### src/rtl/lvl_irq_pkg.sv
package lvl_irq_pkg;

    localparam int DATA_W = 32;
    localparam int ADDR_W = 8;

    localparam logic [ADDR_W-1:0] OFS_LEVEL = 8'h00;
    localparam logic [ADDR_W-1:0] OFS_MASK  = 8'h04;
    localparam logic [ADDR_W-1:0] OFS_PEND  = 8'h0C;
    localparam logic [ADDR_W-1:0] OFS_CTRL  = 8'h14;

    typedef enum logic [2:0] {
        SEL_NONE,
        SEL_LEVEL,
        SEL_MASK,
        SEL_PEND,
        SEL_CTRL
    } reg_sel_e;

    typedef struct packed {
        logic              wr;
        logic              rd;
        logic [ADDR_W-1:0] addr;
        logic [DATA_W-1:0] data;
    } bus_req_t;

    function automatic reg_sel_e decode_addr(input logic [ADDR_W-1:0] a);
        case (a)
            OFS_LEVEL: return SEL_LEVEL;
            OFS_MASK:  return SEL_MASK;
            OFS_PEND:  return SEL_PEND;
            OFS_CTRL:  return SEL_CTRL;
            default:   return SEL_NONE;
        endcase
    endfunction

endpackage

### src/rtl/irq_in_stage.sv
module irq_in_stage #(
    parameter int NUM_SRC     = 32,
    parameter int SYNC_STAGES = 0
) (
    input  logic               clk,
    input  logic               rst,
    input  logic [NUM_SRC-1:0] req_i,
    output logic [NUM_SRC-1:0] pend_o
);
    logic [NUM_SRC-1:0] stage [SYNC_STAGES+1];

    assign stage[0] = req_i;

    for (genvar i = 0; i < SYNC_STAGES; i++) begin : g_sync
        always_ff @(posedge clk) begin
            if (rst) stage[i+1] <= '0;
            else     stage[i+1] <= stage[i];
        end
    end

    always_ff @(posedge clk) begin
        if (rst) pend_o <= '0;
        else     pend_o <= stage[SYNC_STAGES];
    end
endmodule

### src/rtl/irq_regs.sv
module irq_regs
    import lvl_irq_pkg::*;
#(
    parameter int NUM_SRC = 32
) (
    input  logic               clk,
    input  logic               rst,
    input  bus_req_t           bus_i,
    input  logic [NUM_SRC-1:0] pend_i,
    output logic [NUM_SRC-1:0] mask_o,
    output logic [DATA_W-1:0]  rd_data_o
);
    reg_sel_e          sel;
    logic [DATA_W-1:0] rd_next;

    assign sel = decode_addr(bus_i.addr);

    always_ff @(posedge clk) begin
        if (rst)                             mask_o <= '0;
        else if (bus_i.wr && sel == SEL_MASK) mask_o <= bus_i.data[NUM_SRC-1:0];
    end

    always_comb begin
        rd_next = '0;
        if (bus_i.rd) begin
            case (sel)
                SEL_MASK: rd_next[NUM_SRC-1:0] = mask_o;
                SEL_PEND: rd_next[NUM_SRC-1:0] = pend_i;
                default:  rd_next = '0;
            endcase
        end
    end

    always_ff @(posedge clk) begin
        if (rst) rd_data_o <= '0;
        else     rd_data_o <= rd_next;
    end
endmodule

### src/rtl/irq_out.sv
module irq_out #(
    parameter int NUM_SRC = 32
) (
    input  logic               clk,
    input  logic               rst,
    input  logic [NUM_SRC-1:0] pend_i,
    input  logic [NUM_SRC-1:0] mask_i,
    output logic               irq_o
);
    always_ff @(posedge clk) begin
        if (rst) irq_o <= 1'b0;
        else     irq_o <= |(pend_i & mask_i);
    end
endmodule

### src/rtl/lvl_irq_ctrl.sv
module lvl_irq_ctrl
    import lvl_irq_pkg::*;
#(
    parameter int NUM_SRC     = 32,
    parameter int SYNC_STAGES = 0
) (
    input  logic               clk,
    input  logic               rst,
    input  logic [NUM_SRC-1:0] req_i,
    input  logic [7:0]         addr_i,
    input  logic               wr_en_i,
    input  logic [31:0]        wr_data_i,
    input  logic               rd_en_i,
    output logic [31:0]        rd_data_o,
    output logic               irq_o
);
    bus_req_t           bus;
    logic [NUM_SRC-1:0] pend_q;
    logic [NUM_SRC-1:0] mask_q;

    assign bus = '{wr: wr_en_i, rd: rd_en_i, addr: addr_i, data: wr_data_i};

    irq_in_stage #(.NUM_SRC(NUM_SRC), .SYNC_STAGES(SYNC_STAGES)) u_in (
        .clk(clk), .rst(rst), .req_i(req_i), .pend_o(pend_q)
    );

    irq_regs #(.NUM_SRC(NUM_SRC)) u_regs (
        .clk(clk), .rst(rst), .bus_i(bus), .pend_i(pend_q),
        .mask_o(mask_q), .rd_data_o(rd_data_o)
    );

    irq_out #(.NUM_SRC(NUM_SRC)) u_out (
        .clk(clk), .rst(rst), .pend_i(pend_q), .mask_i(mask_q), .irq_o(irq_o)
    );
endmodule

### config.mk
export PLATFORM = sky130hd
export DESIGN_NAME = lvl_irq_ctrl
export DESIGN_NICKNAME = d
export VERILOG_FILES = /design/src/rtl/lvl_irq_pkg.sv /design/src/rtl/irq_in_stage.sv /design/src/rtl/irq_regs.sv /design/src/rtl/irq_out.sv /design/src/rtl/lvl_irq_ctrl.sv
export SDC_FILE = /design/constraint.sdc
export NUM_CORES = 1
export LEC_CHECK = 0
export ABC_CLOCK_PERIOD_IN_PS = 4150
export BUFFER_PORTS_ARGS = -buffer_cell sky130_fd_sc_hd__buf_2
export CORE_ASPECT_RATIO = 0.7
export CORE_UTILIZATION = 40
export CTS_BUF_LIST = sky130_fd_sc_hd__clkbuf_8
export DETAILED_ROUTE_END_ITERATION = 12
export PLACE_DENSITY_LB_ADDON = 0.3
export SKIP_CTS_REPAIR_TIMING = 1
export SLEW_MARGIN = 20
export SYNTH_ARGS = -nofsm -noshare
export SYNTH_HDL_FRONTEND = slang
export SYNTH_HIERARCHICAL = 1
export SYNTH_SLANG_ARGS = --single-unit
### constraint.sdc
create_clock -name clk -period 4.15 [get_ports clk]
set_input_delay 1.0375 -clock clk [delete_from_list [all_inputs] [get_ports clk]]
set_output_delay 1.0375 -clock clk [all_outputs]
set_load 0.005 [all_outputs]
# --- Yosys cells after proc, flatten, opt, wreduce, memory -nomap -nowiden ---
# Index checks and enable logic that the tools add are counted.
totals:
  inputBits: 76
  register_bits: 97
  wordCells: 17
  output_inout_bits: 33
op_classes:
  n_eq_ne: 5
  n_mux: 2
  n_reduce_logical: 4
  bitwise_logic: 2
ops:
  columns: ["operator", "count"]
  rows:
  - ["case mux 32 bit (2 select lines)", 1]
  - ["AND 32 bit", 1]
  - ["OR reduction 32 bit", 1]
  - ["case mux 3 bit (4 select lines)", 1]
  - ["equality test 8 x 3 -> 1 bit, second input constant", 1]
  - ["equality test 8 x 4 -> 1 bit, second input constant", 1]
  - ["equality test 8 x 5 -> 1 bit, second input constant", 1]
  - ["logical NOT 8 bit", 1]
  - ["equality test 3 x 2 -> 1 bit, second input constant", 2]
  - ["OR reduction 2 bit", 1]
  - ["logical AND 1 bit", 1]
  - ["NOT 1 bit", 1]

# --- Logic depth before layout (Yosys ltp) ---
logic_depth:
  word_depth: 4
  mapped_depth: 5
  mapped_depth_nobuf: 3

# --- By module ---
# The synthesis kept the hierarchy.
by_module_without_submodules:
  columns: ["mod", "instances", "seq_area_each_um2", "area_each_um2", "cells_per_inst"]
  rows:
  - ["irq_regs", 1, 1281.2, 2611.3, 246]
  - ["irq_in_stage", 1, 640.6, 863.3, 67]
  - ["irq_out", 1, 20.0, 185.2, 23]

# --- Least setup slack after synthesis ---
# No wires, ideal clock.
synth_timing:
  path_type: "input to register"
  startpoint: "in addr_i[4]"
  endpoint: "reg u_regs.mask_o[0]"
  arrival_ns: 1.964
  required_time_ns: 4.078
  slack_ns: 2.114
  setup_time_ns: 0.072
  cell_stages: 5
  path_buffers: 2
  cell_sequence: "nor4b_2 -> and4b_1 -> buf_6 -> buf_12 -> mux2i_1"
synth_via:
  elab_chain_cells: 4
  word_cells_on_any_way: 7
  classes_between: "eq/ne (4); mux (1); reduce/logical (2)"
synth_lines:
  columns: ["element", "line_no", "rtl"]
  rows:
  - ["from (decl)", "lvl_irq_ctrl.sv:10", "input logic [7:0] addr_i,"]
  - ["equality test 8 x 5 -> 1 bit, or another cell as far along", "lvl_irq_pkg.sv:27", "case (a)"]
  - ["case mux 3 bit (4 select lines) (*)", "lvl_irq_pkg.sv:27", null]
  - ["equality test 3 x 2 -> 1 bit (*)", "irq_regs.sv:20", "else if (bus_i.wr && sel == SEL_MASK) mask_o <= bus_i.data[NUM_SRC-1:0];"]
  - ["logical AND 1 bit (*)", "irq_regs.sv:20", null]
  - ["to (signal assigned)", "irq_regs.sv:20", null]
  - ["to (decl)", "irq_regs.sv:10", "output logic [NUM_SRC-1:0] mask_o,"]
# Mark *: on every way between the ends. The rest lies on a longest branch, timed or not.
# A chain may end at the register's enable or synchronous reset.

# --- Worst setup path in the final report ---
layout_timing:
  startpoint: "in addr_i[3]"
  endpoint: "reg u_regs.mask_o[28]"
# The elaborated chain is that of the path after synthesis.

==> results <==
- In this run the static leakage power is 1.89 nW.
- Global routing consumed, over all layers together, 16.4% of the routing resources.
- The total of warnings raised by yosys is 6.
- The dominant cell by count in the synthesized netlist is sky130_fd_sc_hd__dfxtp_1.
- Port buffering added roughly 110 buffers.
- Clock tree synthesis found a total of 97 sinks.
- The region available for standard cell placement spans 8650 µm².
- Clock-pin slew was measured on the worst setup and hold paths at about 0.080 ns.
- The final routed wirelength across all metal layers is between 7 and 8 mm.
- The final number of max-transition violations is 0.
- The detailed-route vias per instance is 4.62.
- The flop and latch count out of synthesis is just under 100.
- The worst register-to-register path ends at u_out/irq_o.
- The CTS buffer count is 9.
- The shortest clock period the worst path allows after layout is 2.30 ns.
- Entering global routing, the biggest net connects about 100 pins.
- TritonCTS built the clock tree.
- The initial detailed-routing violation count is around 190.
- The number of max-capacitance violations reported is 0.
- The internal power summed over all cells is 1.33 mW.
- The min-delay analysis places its worst path in the category flip-flop to flip-flop.
- Yosys mapped the design onto 19 distinct sky130hd cell types.
- The clock reaches the later pin of the worst-skew pair after 0.35 ns.
- For the worst setup path, the data required time is 4.42 ns.
- The final-layout fill cell count is 816.
- The reg-to-reg startpoint is u_regs/mask_o[4].
- Once routing completed, OpenROAD measured the worst setup slack at approximately 1.8 ns.
- The number of flops mapped to enable cells by yosys is 0.
- The primary flip-flop cell chosen by synthesis mapping is sky130_fd_sc_hd__dfxtp_1.
- The first global-routing pass estimated 11.7 mm of wire.
- The worst setup path is captured at a flip-flop.
- Summing all multi-input logic gate instances after layout gives 1560 µm².
- The pin slew with the least headroom to its limit is 0.758 ns.
- Of the available clock period, the critical path in the final layout requires a little under three fifths.
- The number of nets still failing antenna checks after routing is 0.
- The worst-case clock buffer depth is 2.
- The post-route netlist has 29.1% of its cells at a drive strength greater than 1.
- The largest fanout on the critical path is 33.
- The sequential element share of the synthesized area is 53.1%.
- The worst hold path begins at u_regs/mask_o[0].
- around 110 I/O pins were placed.
- The endpoint with the worst hold slack is u_regs/mask_o[0].
- At the placement stage, the worst setup path has a slack of approximately 1.5 ns.
- The type of element launching the critical path is an input pin.
- The cell count after synthesis came out at 336.
- Based on the critical path, the design can be clocked at up to approximately 430 MHz.
- The flow ran to the end, and the final reports show no timing, DRC or antenna violations.
- The number of antenna violations at the first check in global routing is 1.
- The synthesized cell area is 3660 µm².
- The number of nets in the layout is 514.
- The cell depth of the worst flop-to-flop path is 3.
- The routed length per placed instance is roughly 13 µm.
- The overall via count from detail_route is 2,601.
- The kind of critical path is input pin to flip-flop.
- The switching fraction of total power is 20.8%.
- The largest total area in the synthesized netlist belongs to sky130_fd_sc_hd__dfxtp_1.
- The remaining routing DRC violations is 0.
- In this run the mean area of a mapped cell was roughly 11 µm².
- Setup violations remaining at the end of the flow were counted as 0.
- The total die area is 9540 µm².
- The site row count is 28.
- The floorplan step set the die height to approximately 82 µm.
- The worst hold slack across all endpoints is roughly 0.49 ns.
- By area the synthesized netlist is led by sky130_fd_sc_hd__dfxtp_1 (53%), sky130_fd_sc_hd__mux2i_1 (18%), sky130_fd_sc_hd__nand2b_1 (11%).
- Synthesis produced a netlist with a net count of between 400 and 500.
- The sequential cell area is 1940 µm².
- Sequential cells account for between 50% and 60% of the total power.
- The number of H-tree levels is 3.
- For this design the ratio of total power to cell area is between 300 and 400 nW/µm².
- Of the total power, combinational logic draws 6.1%.
- Counting flops with an async set or reset pin after synthesis yields a share of 0%.
- The slack of the worst reg-to-reg path is 2.86 ns.
- Sorting the synthesized cells by how often they occur yields sky130_fd_sc_hd__dfxtp_1 (97), sky130_fd_sc_hd__mux2i_1 (64), sky130_fd_sc_hd__nand2b_1 (64).
- The number of global-route vias before repair is between 2,000 and 2,500.
- The worst relative slew slack is 49.5%.
- The switching power of the nets is 0.350 mW.
- The wire-length estimate of the detail-placed layout is between 5 and 6 mm.
- The cell chosen for the clock root is sky130_fd_sc_hd__clkbuf_8.
- The initial utilization of the core area, before any placement, comes to 42.3%.
- The number of cells traversed by the worst hold path is 2.
- Routability-driven placement finished with a final weighted congestion of 0.733.
- The leftover overflow at the end of global routing is 0.
- Setup repair after global routing left no endpoint under its margin.
- 0 antenna diodes ended up in the layout.
- The clock network burns 37.0% of the power.
- Data arrives at the worst endpoint at 2.57 ns.
- The setup clock skew after layout is around 0.0078 ns.
- The final sum of negative setup slack is 0 ns.
- The first TritonRoute pass finished after 4 iterations.
- The maximum vdd drop is between 0.0002 and 0.00025 V.
- The number of hold violations in the final report is 0.
- The top cell type's share of synthesized area is 53.1%.
- The horizontal die dimension is 116 µm.
- From synthesis to final layout, the design area changed by 21.2%.
[how the worst max path moves through the flow]
| stage | startpoint | cells after the start | to | slack (ns) |
|---|---|---|---|---|
| final | addr_i[3] | 5 | u_regs/mask_o[28] | 1.85 |
| after global routing | addr_i[3] | 5 | u_regs/mask_o[28] | 1.77 |
| after floorplan | addr_i[4] | 5 | u_regs/mask_o[0] | 2.11 |
| after global placement | addr_i[3] | 5 | u_regs/mask_o[19] | 1.58 |
| after CTS | addr_i[3] | 5 | u_regs/mask_o[28] | 1.88 |
| after detailed placement | addr_i[3] | 5 | u_regs/mask_o[4] | 1.52 |
[final cells by class]
cell class,count,share of cell area (%)
multi-input cells,217,35.2
clock buffers,12,3.72
clock inverters,4,0.959
repair buffers,112,12.9
well taps,120,3.38
inverters,1,0.0846
flip-flops and latches,97,43.8
[registers in the layout (all words and copies together), names as in the netlist]
signal            cells
u_regs/mask_o        32
u_regs/rd_data_o     32
u_out/irq_o           1
u_in/pend_o          32
[metrics by stage]
step	instances	area (µm²)	power (mW)	util (%)
after floorplan	336	3660	1.03	-
after global placement	547	4230	1.08	48.9
after detailed placement	547	4230	1.08	48.9
after CTS	563	4440	1.70	51.3
after global routing	563	4440	1.75	51.3
final	563	4440	1.68	51.3
[placed cells by master (no fill, tap or decap), types with 3 or more instances in the layout]
| master | synthesis | final |
|---|---|---|
| sky130_fd_sc_hd__nor2_1 | 32 | 32 |
| sky130_fd_sc_hd__buf_2 | 5 | 108 |
| sky130_fd_sc_hd__dfxtp_1 | 97 | 97 |
| sky130_fd_sc_hd__nand4_1 | 4 | 4 |
| sky130_fd_sc_hd__nand2b_1 | 64 | 64 |
| sky130_fd_sc_hd__buf_4 | 3 | 4 |
| sky130_fd_sc_hd__a22oi_1 | 15 | 15 |
| sky130_fd_sc_hd__nor2b_1 | 32 | 32 |
| sky130_fd_sc_hd__mux2i_1 | 64 | 64 |
| sky130_fd_sc_hd__clkbuf_8 | 0 | 12 |
| sky130_fd_sc_hd__inv_1 | 1 | 3 |
[kinds of logic after synthesis]
group,synth area share [%]
DFF,53.1
muxes,17.5
buffers and inverters,4.27
and+or+nand+nor,21.4
AOI/OAI and AO/OA,3.73
[power by group through the flow]
| stage | clock, mW | sequential [mW] | combinational, mW |
|---|---|---|---|
| global route | 0.682 | 0.959 | 0.112 |
| finish | 0.621 | 0.956 | 0.102 |
| global placement | 0 | 0.978 | 0.101 |
| floorplan | 0 | 0.976 | 0.0588 |
| CTS | 0.644 | 0.956 | 0.103 |
| detailed placement | 0 | 0.978 | 0.102 |
[routing by layer]
layer  share of wire (%)  vias up  GRT usage, %
li1                    -     1314             -
met1                  50     1186          21.8
met3                 7.2       11          5.90
met2                  42       88          24.7
met5                0.17        -             0
met4                 1.1        2          5.64
[critical path, cell delays in order]
cell and delay, ns:
sky130_fd_sc_hd__buf_2 0.10, sky130_fd_sc_hd__buf_4 0.30, sky130_fd_sc_hd__and4b_2 0.35, sky130_fd_sc_hd__buf_4 0.47, sky130_fd_sc_hd__mux2i_1 0.29
No activity file was read; power rests on OpenSTA's default activity.
